$ cat config.mk
export PLATFORM = sky130hd
export DESIGN_NAME = updown_dual_counter
export DESIGN_NICKNAME = d
export VERILOG_FILES = /design/src/rtl/udc_pkg.sv /design/src/rtl/udc_edge_sync.sv /design/src/rtl/udc_count_core.sv /design/src/rtl/udc_term_decode.sv /design/src/rtl/updown_dual_counter.sv
export SDC_FILE = /design/constraint.sdc
export NUM_CORES = 1
export LEC_CHECK = 0
export CAP_MARGIN = 25
export CORE_AREA = 2 2 39 41
export CTS_CLUSTER_DIAMETER = 50
export CTS_CLUSTER_SIZE = 28
export DETAILED_ROUTE_END_ITERATION = 10
export DIE_AREA = 0 0 41 43
export GPL_TIMING_DRIVEN = 0
export HOLD_SLACK_MARGIN = 0.02
export PLACE_DENSITY = 0.69
export SLEW_MARGIN = 25
export SYNTH_ARGS = -nofsm -noshare
export SYNTH_HDL_FRONTEND = slang
export SYNTH_SLANG_ARGS = --single-unit
$ cat constraint.sdc
create_clock -name clk -period 5.5 [get_ports clk]
set_input_delay 1.65 -clock clk [delete_from_list [all_inputs] [get_ports clk]]
set_output_delay 1.65 -clock clk [all_outputs]
set_load 0.01 [all_outputs]
$ cat src/rtl/udc_pkg.sv
// Shared definitions for the dual-clock up/down counter.
// Assumes: nothing beyond IEEE 1800-2017.
package udc_pkg;

    // Action applied to the count register in one system clock cycle.
    typedef enum logic [2:0] {
        OP_HOLD  = 3'd0,
        OP_CLEAR = 3'd1,
        OP_LOAD  = 3'd2,
        OP_INC   = 3'd3,
        OP_DEC   = 3'd4
    } udc_op_e;

    // Number of count lines per counter (up and down).
    localparam int unsigned UDC_LINES = 2;

endpackage

$ cat src/rtl/udc_edge_sync.sv
// Two-flop synchronizer with rising-edge detection for one count line.
// Assumes: async_in may change at any time relative to clk; the line rests
// at IDLE, so every stage resets to IDLE and no edge is seen at reset exit.
module udc_edge_sync #(
    parameter logic IDLE = 1'b1
) (
    input  logic clk,
    input  logic rst_n,
    input  logic async_in,
    output logic level,
    output logic rise
);

    logic meta_q;
    logic stable_q;
    logic prev_q;

    // Synchronizer chain plus one history flop for edge detection.
    always_ff @(posedge clk) begin
        if (!rst_n) begin
            meta_q   <= IDLE;
            stable_q <= IDLE;
            prev_q   <= IDLE;
        end else begin
            meta_q   <= async_in;
            stable_q <= meta_q;
            prev_q   <= stable_q;
        end
    end

    // Synchronized level and single-cycle rising-edge strobe.
    always_comb begin
        level = stable_q;
        rise  = stable_q & ~prev_q;
    end

endmodule

$ cat src/rtl/udc_count_core.sv
// Count register with clear, parallel load and gated up/down stepping.
// Assumes: clear, load_n and jam are synchronous to clk; the rise strobes
// and levels come from the synchronizers, so they line up in time.
// Priority: clear, then load, then counting. Simultaneous valid steps cancel.
module udc_count_core
    import udc_pkg::*;
#(
    parameter int unsigned WIDTH = 4
) (
    input  logic             clk,
    input  logic             rst_n,
    input  logic             clear,
    input  logic             load_n,
    input  logic [WIDTH-1:0] jam,
    input  logic             up_rise,
    input  logic             dn_rise,
    input  logic             up_lvl,
    input  logic             dn_lvl,
    output logic [WIDTH-1:0] count
);

    localparam logic [WIDTH-1:0] ONE = WIDTH'(1);

    udc_op_e          op;
    logic             up_ok;
    logic             dn_ok;
    logic [WIDTH-1:0] count_q;

    // Qualify each step by the level of the opposite line, then pick the action.
    always_comb begin
        up_ok = up_rise & dn_lvl;
        dn_ok = dn_rise & up_lvl;
        if (clear)
            op = OP_CLEAR;
        else if (!load_n)
            op = OP_LOAD;
        else if (up_ok && !dn_ok)
            op = OP_INC;
        else if (dn_ok && !up_ok)
            op = OP_DEC;
        else
            op = OP_HOLD;
    end

    // Apply the selected action; arithmetic wraps modulo 2**WIDTH.
    always_ff @(posedge clk) begin
        if (!rst_n) begin
            count_q <= '0;
        end else begin
            unique case (op)
                OP_CLEAR: count_q <= '0;
                OP_LOAD:  count_q <= jam;
                OP_INC:   count_q <= count_q + ONE;
                OP_DEC:   count_q <= count_q - ONE;
                default:  count_q <= count_q;
            endcase
        end
    end

    assign count = count_q;

endmodule

$ cat src/rtl/udc_term_decode.sv
// Decodes active-low carry and borrow from the registered count and the
// synchronized line levels.
// Assumes: count and levels are registered, so the outputs are glitch-free
// enough to drive the count lines of a following stage.
module udc_term_decode #(
    parameter int unsigned WIDTH = 4
) (
    input  logic [WIDTH-1:0] count,
    input  logic             up_lvl,
    input  logic             dn_lvl,
    output logic             carry_n,
    output logic             borrow_n
);

    localparam logic [WIDTH-1:0] TOP = {WIDTH{1'b1}};

    // Carry in the up line's low phase at top count; borrow mirrors it at zero.
    always_comb begin
        carry_n  = ~((count == TOP) & ~up_lvl);
        borrow_n = ~((count == '0)  & ~dn_lvl);
    end

endmodule

$ cat src/rtl/updown_dual_counter.sv
// Top level: presettable up/down counter with separate count-up and
// count-down lines, active-low carry and borrow for chaining.
// Assumes: one system clock; count lines are asynchronous and slow compared
// with clk (each phase lasts at least three clk cycles).
module updown_dual_counter
    import udc_pkg::*;
#(
    parameter int unsigned WIDTH = 4
) (
    input  logic             clk,
    input  logic             rst_n,
    input  logic             clear,
    input  logic             load_n,
    input  logic [WIDTH-1:0] jam,
    input  logic             up_clk,
    input  logic             dn_clk,
    output logic [WIDTH-1:0] count,
    output logic             carry_n,
    output logic             borrow_n
);

    localparam int unsigned UP_IDX = 0;
    localparam int unsigned DN_IDX = 1;

    logic [UDC_LINES-1:0] line_in;
    logic [UDC_LINES-1:0] line_lvl;
    logic [UDC_LINES-1:0] line_rise;
    logic                 up_lvl;
    logic                 dn_lvl;
    logic                 up_rise;
    logic                 dn_rise;

    // Gather the raw count lines into one vector.
    always_comb begin
        line_in[UP_IDX] = up_clk;
        line_in[DN_IDX] = dn_clk;
    end

    // One synchronizer and edge detector per count line.
    for (genvar g = 0; g < UDC_LINES; g++) begin : g_line
        udc_edge_sync #(.IDLE(1'b1)) u_sync (
            .clk      (clk),
            .rst_n    (rst_n),
            .async_in (line_in[g]),
            .level    (line_lvl[g]),
            .rise     (line_rise[g])
        );
    end

    // Name the per-line results for the core and decoder.
    always_comb begin
        up_lvl  = line_lvl[UP_IDX];
        dn_lvl  = line_lvl[DN_IDX];
        up_rise = line_rise[UP_IDX];
        dn_rise = line_rise[DN_IDX];
    end

    udc_count_core #(.WIDTH(WIDTH)) u_core (
        .clk     (clk),
        .rst_n   (rst_n),
        .clear   (clear),
        .load_n  (load_n),
        .jam     (jam),
        .up_rise (up_rise),
        .dn_rise (dn_rise),
        .up_lvl  (up_lvl),
        .dn_lvl  (dn_lvl),
        .count   (count)
    );

    udc_term_decode #(.WIDTH(WIDTH)) u_term (
        .count    (count),
        .up_lvl   (up_lvl),
        .dn_lvl   (dn_lvl),
        .carry_n  (carry_n),
        .borrow_n (borrow_n)
    );

endmodule

==> results.md <==
- Clock Power Share: 40.4%
- Slew Viols, Final: 0
- Switch share: 23.24%
- Min-Delay Path Class: flip-flop to flip-flop
- Proportion of synthesized area in mux cells: 0%
- Vias in the first global route: 434
- Seq pwr share: 47.1%
- Area grow syn2layout: 36.60%
- Leakage: roughly 0.3 nW
- Data required time of the worst path: 5.65 ns
- Starting density of the core: 38.79%
- XOR/XNOR Fraction of Synth Area: 3.263%
- Ys flop type: dfxtp_1
- Yosys warns: 0
- Final cell utilization of the core: 52.98%
- Hold path cells: 1
- CP bufs+invs: 1
- Share of layout cells above drive strength 1: around 9%
- Largest family of logic cells by synthesized area: simple AND/OR/NAND/NOR gates
- Avg WL per Cell: around 12 um
- Clock Root Buffer: clkbuf_4
- Crit-path leading delay family: simple AND/OR/NAND/NOR gates
- Reg2Reg Setup Slack: 3.58 ns
- DP HPWL: 819.2 um
- Max Freq: 279.2 MHz
- RR Startpoint: g_line[1].u_sync.level
- Compound-Gate Fraction of Synth Area: 13.29%
- Setup CP Type: input pin to flip-flop
- Synthesized Nets: 71
- CTS resizes: 0
- CP endpoint kind: flip-flop
- Post-route clock period utilization: about two thirds
- GR Overflow Total: 0
- Slew headroom: between 70% and 80%
- Worst skew pair latency: 0.27 ns
- Top post-synthesis cells by area: dfxtp_1 37%, nand2b_1 10%, ha_1 4.7%, nand4b_4 4.4%, fa_1 3.7%
- Cell taking the most area after synthesis: dfxtp_1
- Max VDD drop: roughly 0.14 mV
- Ys async rst share: 0%
- Port Buf Inserts: 14
- Global-route usage over all layers: 15.94%
- Synthesized-area fraction occupied by and/or/nand/nor cells: 35.66%
- Logic pwr share: approximately an eighth
- Commonest cells in the netlist: 10 x dfxtp_1, 9 x nand2b_1, 5 x nor2_1, 4 x nand2_1
- Pint: 0.0001280 W
- Total clock sinks: 10
- Clk buf depth: 2
- TNS Setup: 0 ns
- Post-synth cell types: 26
- CP Max Fanout: 8
- Synth Area in Adders: 8.392%
- #FFs+latches synth: 10
- DR vias: 466
- Overall Power: 0.0001667 W
- CP Cell Sequence: clkdlybuf4s50_1 -> nand4b_4 -> nor2_1 -> ha_1 -> a21oi_1 -> and4bb_1 -> nor3_1 -> nand3b_1
- CP startpoint kind: input pin
- Cell depth of the worst setup path: 8
- Pwr/cell area: 227.4 nW/um2
- Hold slack: 0.4103 ns
- Drt drc: 0
- First-pass GRT wire length: 1.883 mm
- Status: finished clean
- Core Area: roughly 1400 um2
- Count leader, synth: dfxtp_1
- Mapped Area: between 500 and 600 um2
- # setup viols final: 0
- CTS tree: built
- Slowest stage delay, CP: 0.63 ns
- Worst-margin pin slew: 0.4084 ns
- Row count: 14
- Routed wire length: 1.101 mm
- Post-CTS setup buffers: 0
- Hold-fix buffers, CTS: 0
- Critical-path top delay cell: clkdlybuf4s50_1
- Ant. Diodes: 0
- GP Congestion: roughly 0.71
- CTS clk-pin slew, worst paths: 0.07 ns
- Share of the synthesized area in the top cell type: 37.30%
- Fin area: roughly 730 um2
- Min-delay src: g_line[0].u_sync.meta_q
- Pin count of the biggest net entering global routing: 11
- Register area share after synthesis: 37.30%
- I/O Pins: 16
- Antenna-violating nets left: 0
- Initial antenna violation count: 0
- Die Wd: 41 um
- Cells on worst reg2reg path: 7
- Hold Path Sink: g_line[0].u_sync.level
- RR Endpoint: u_core.count[3]
- # Max-Cap Violations: 0
- Number of flops mapped to enable cells by yosys: 0
- Net switching power: 0.00003874 W
- H-tree depth: 1
- DIE AREA: between 1500 and 2000 um2
- Final hold violations: 0
- DP Area: 696.9 um2
- Final min period: 3.581 ns
- # fillers: 133
- Syn Inst Count: between 50 and 60
- Inserted Clock Buffers: 3
- Die height: ~43 um
- RSZ-0062 raised after global routing: false
- Synth Area per Inst: 9.255 um2
- Data arrival, critical path: roughly 3.7 ns
- Via density: 5.065
- Clk_skew: ~0.005 ns
- Nets: 90
- DRT Pass-1 Iters: 4
- Initial drt markers: 8
==> worst register-to-register path, stage by stage (launching register included) <==
cell      delay, ns
dfxtp_1        0.39
nand4b_4       0.16
nor2_1         0.26
ha_1           0.32
a21oi_1        0.23
and4bb_1       0.24
nor3_1         0.05
nand3b_1       0.16
==> placed cells by master, fill, tap and decap left out, types with 2 or more instances in the layout <==
| master | instances |
|---|---|
| nor3_1 | 3 |
| dfxtp_1 | 10 |
| nor2_1 | 5 |
| clkdlybuf4s50_1 | 14 |
| nand2_1 | 4 |
| nand3_1 | 2 |
| clkbuf_4 | 3 |
| a21oi_1 | 3 |
| o211ai_1 | 2 |
| inv_1 | 2 |
| ha_1 | 2 |
| nand2b_1 | 9 |
==> sequential cells by signal (all words and copies together), names as in the netlist <==
name and cells:
g_line.u_sync.level 2, g_line.u_sync.prev_q 2, u_core.count 4, g_line.u_sync.meta_q 2
==> per-stage QoR <==
step	std cells	worst slack (ns)
2_1_floorplan	58	2.422
3_3_place_gp	88	1.663
3_5_place_dp	88	1.633
4_1_cts	92	1.924
5_1_grt	92	1.799
6_report	92	1.919
==> cells by family (layout without fill, tap and decap cells) <==
| group | after synthesis | after routing |
|---|---|---|
| simple gates | 30 | 30 |
| compound gates | 10 | 10 |
| buf+inv | 3 | 21 |
| xor+xnor | 2 | 2 |
| fa+ha+maj | 3 | 3 |
| flops | 10 | 10 |
==> how the worst max path moves through the flow <==
stage | start | end | slack (ns)
after floorplan | clear | u_core.count[3] | 2.42
after global placement | load_n | u_core.count[3] | 1.66
after detailed placement | load_n | u_core.count[3] | 1.63
after CTS | load_n | u_core.count[3] | 1.92
after global routing | load_n | u_core.count[3] | 1.80
final | load_n | u_core.count[3] | 1.92
==> power groups by stage <==
stage	clock (W)	sequential, W	combinational, W
3_3_place_gp	0	0.0000799	0.0000210
3_5_place_dp	0	0.0000800	0.0000211
5_1_grt	0.0000735	0.0000789	0.0000233
2_1_floorplan	0	0.0000798	0.00000958
4_1_cts	0.0000700	0.0000784	0.0000212
6_report	0.0000674	0.0000785	0.0000208
==> metal layers <==
| metal | GRT usage [%] | vias to the layer above | wire, um |
|---|---|---|---|
| met1 | 19.61 | 214 | 510 |
| met3 | 4.712 | 0 | 50 |
| met2 | 24.06 | 10 | 541 |
| met5 | 0 | - | 0 |
| met4 | 8.000 | 0 | 0 |
| li1 | - | 242 | - |
==> layout make-up <==
type	instances	area (um2)	area share, %
multi-input cells	45	325.3	44.37
well taps	16	20.02	2.730
repair buffers	14	140.1	19.11
plain buffers	1	3.754	0.5119
flip-flops and latches	10	200.2	27.30
clock buffers	4	36.28	4.949
inverters	2	7.507	1.024
No activity file was read; power rests on OpenSTA's default activity.
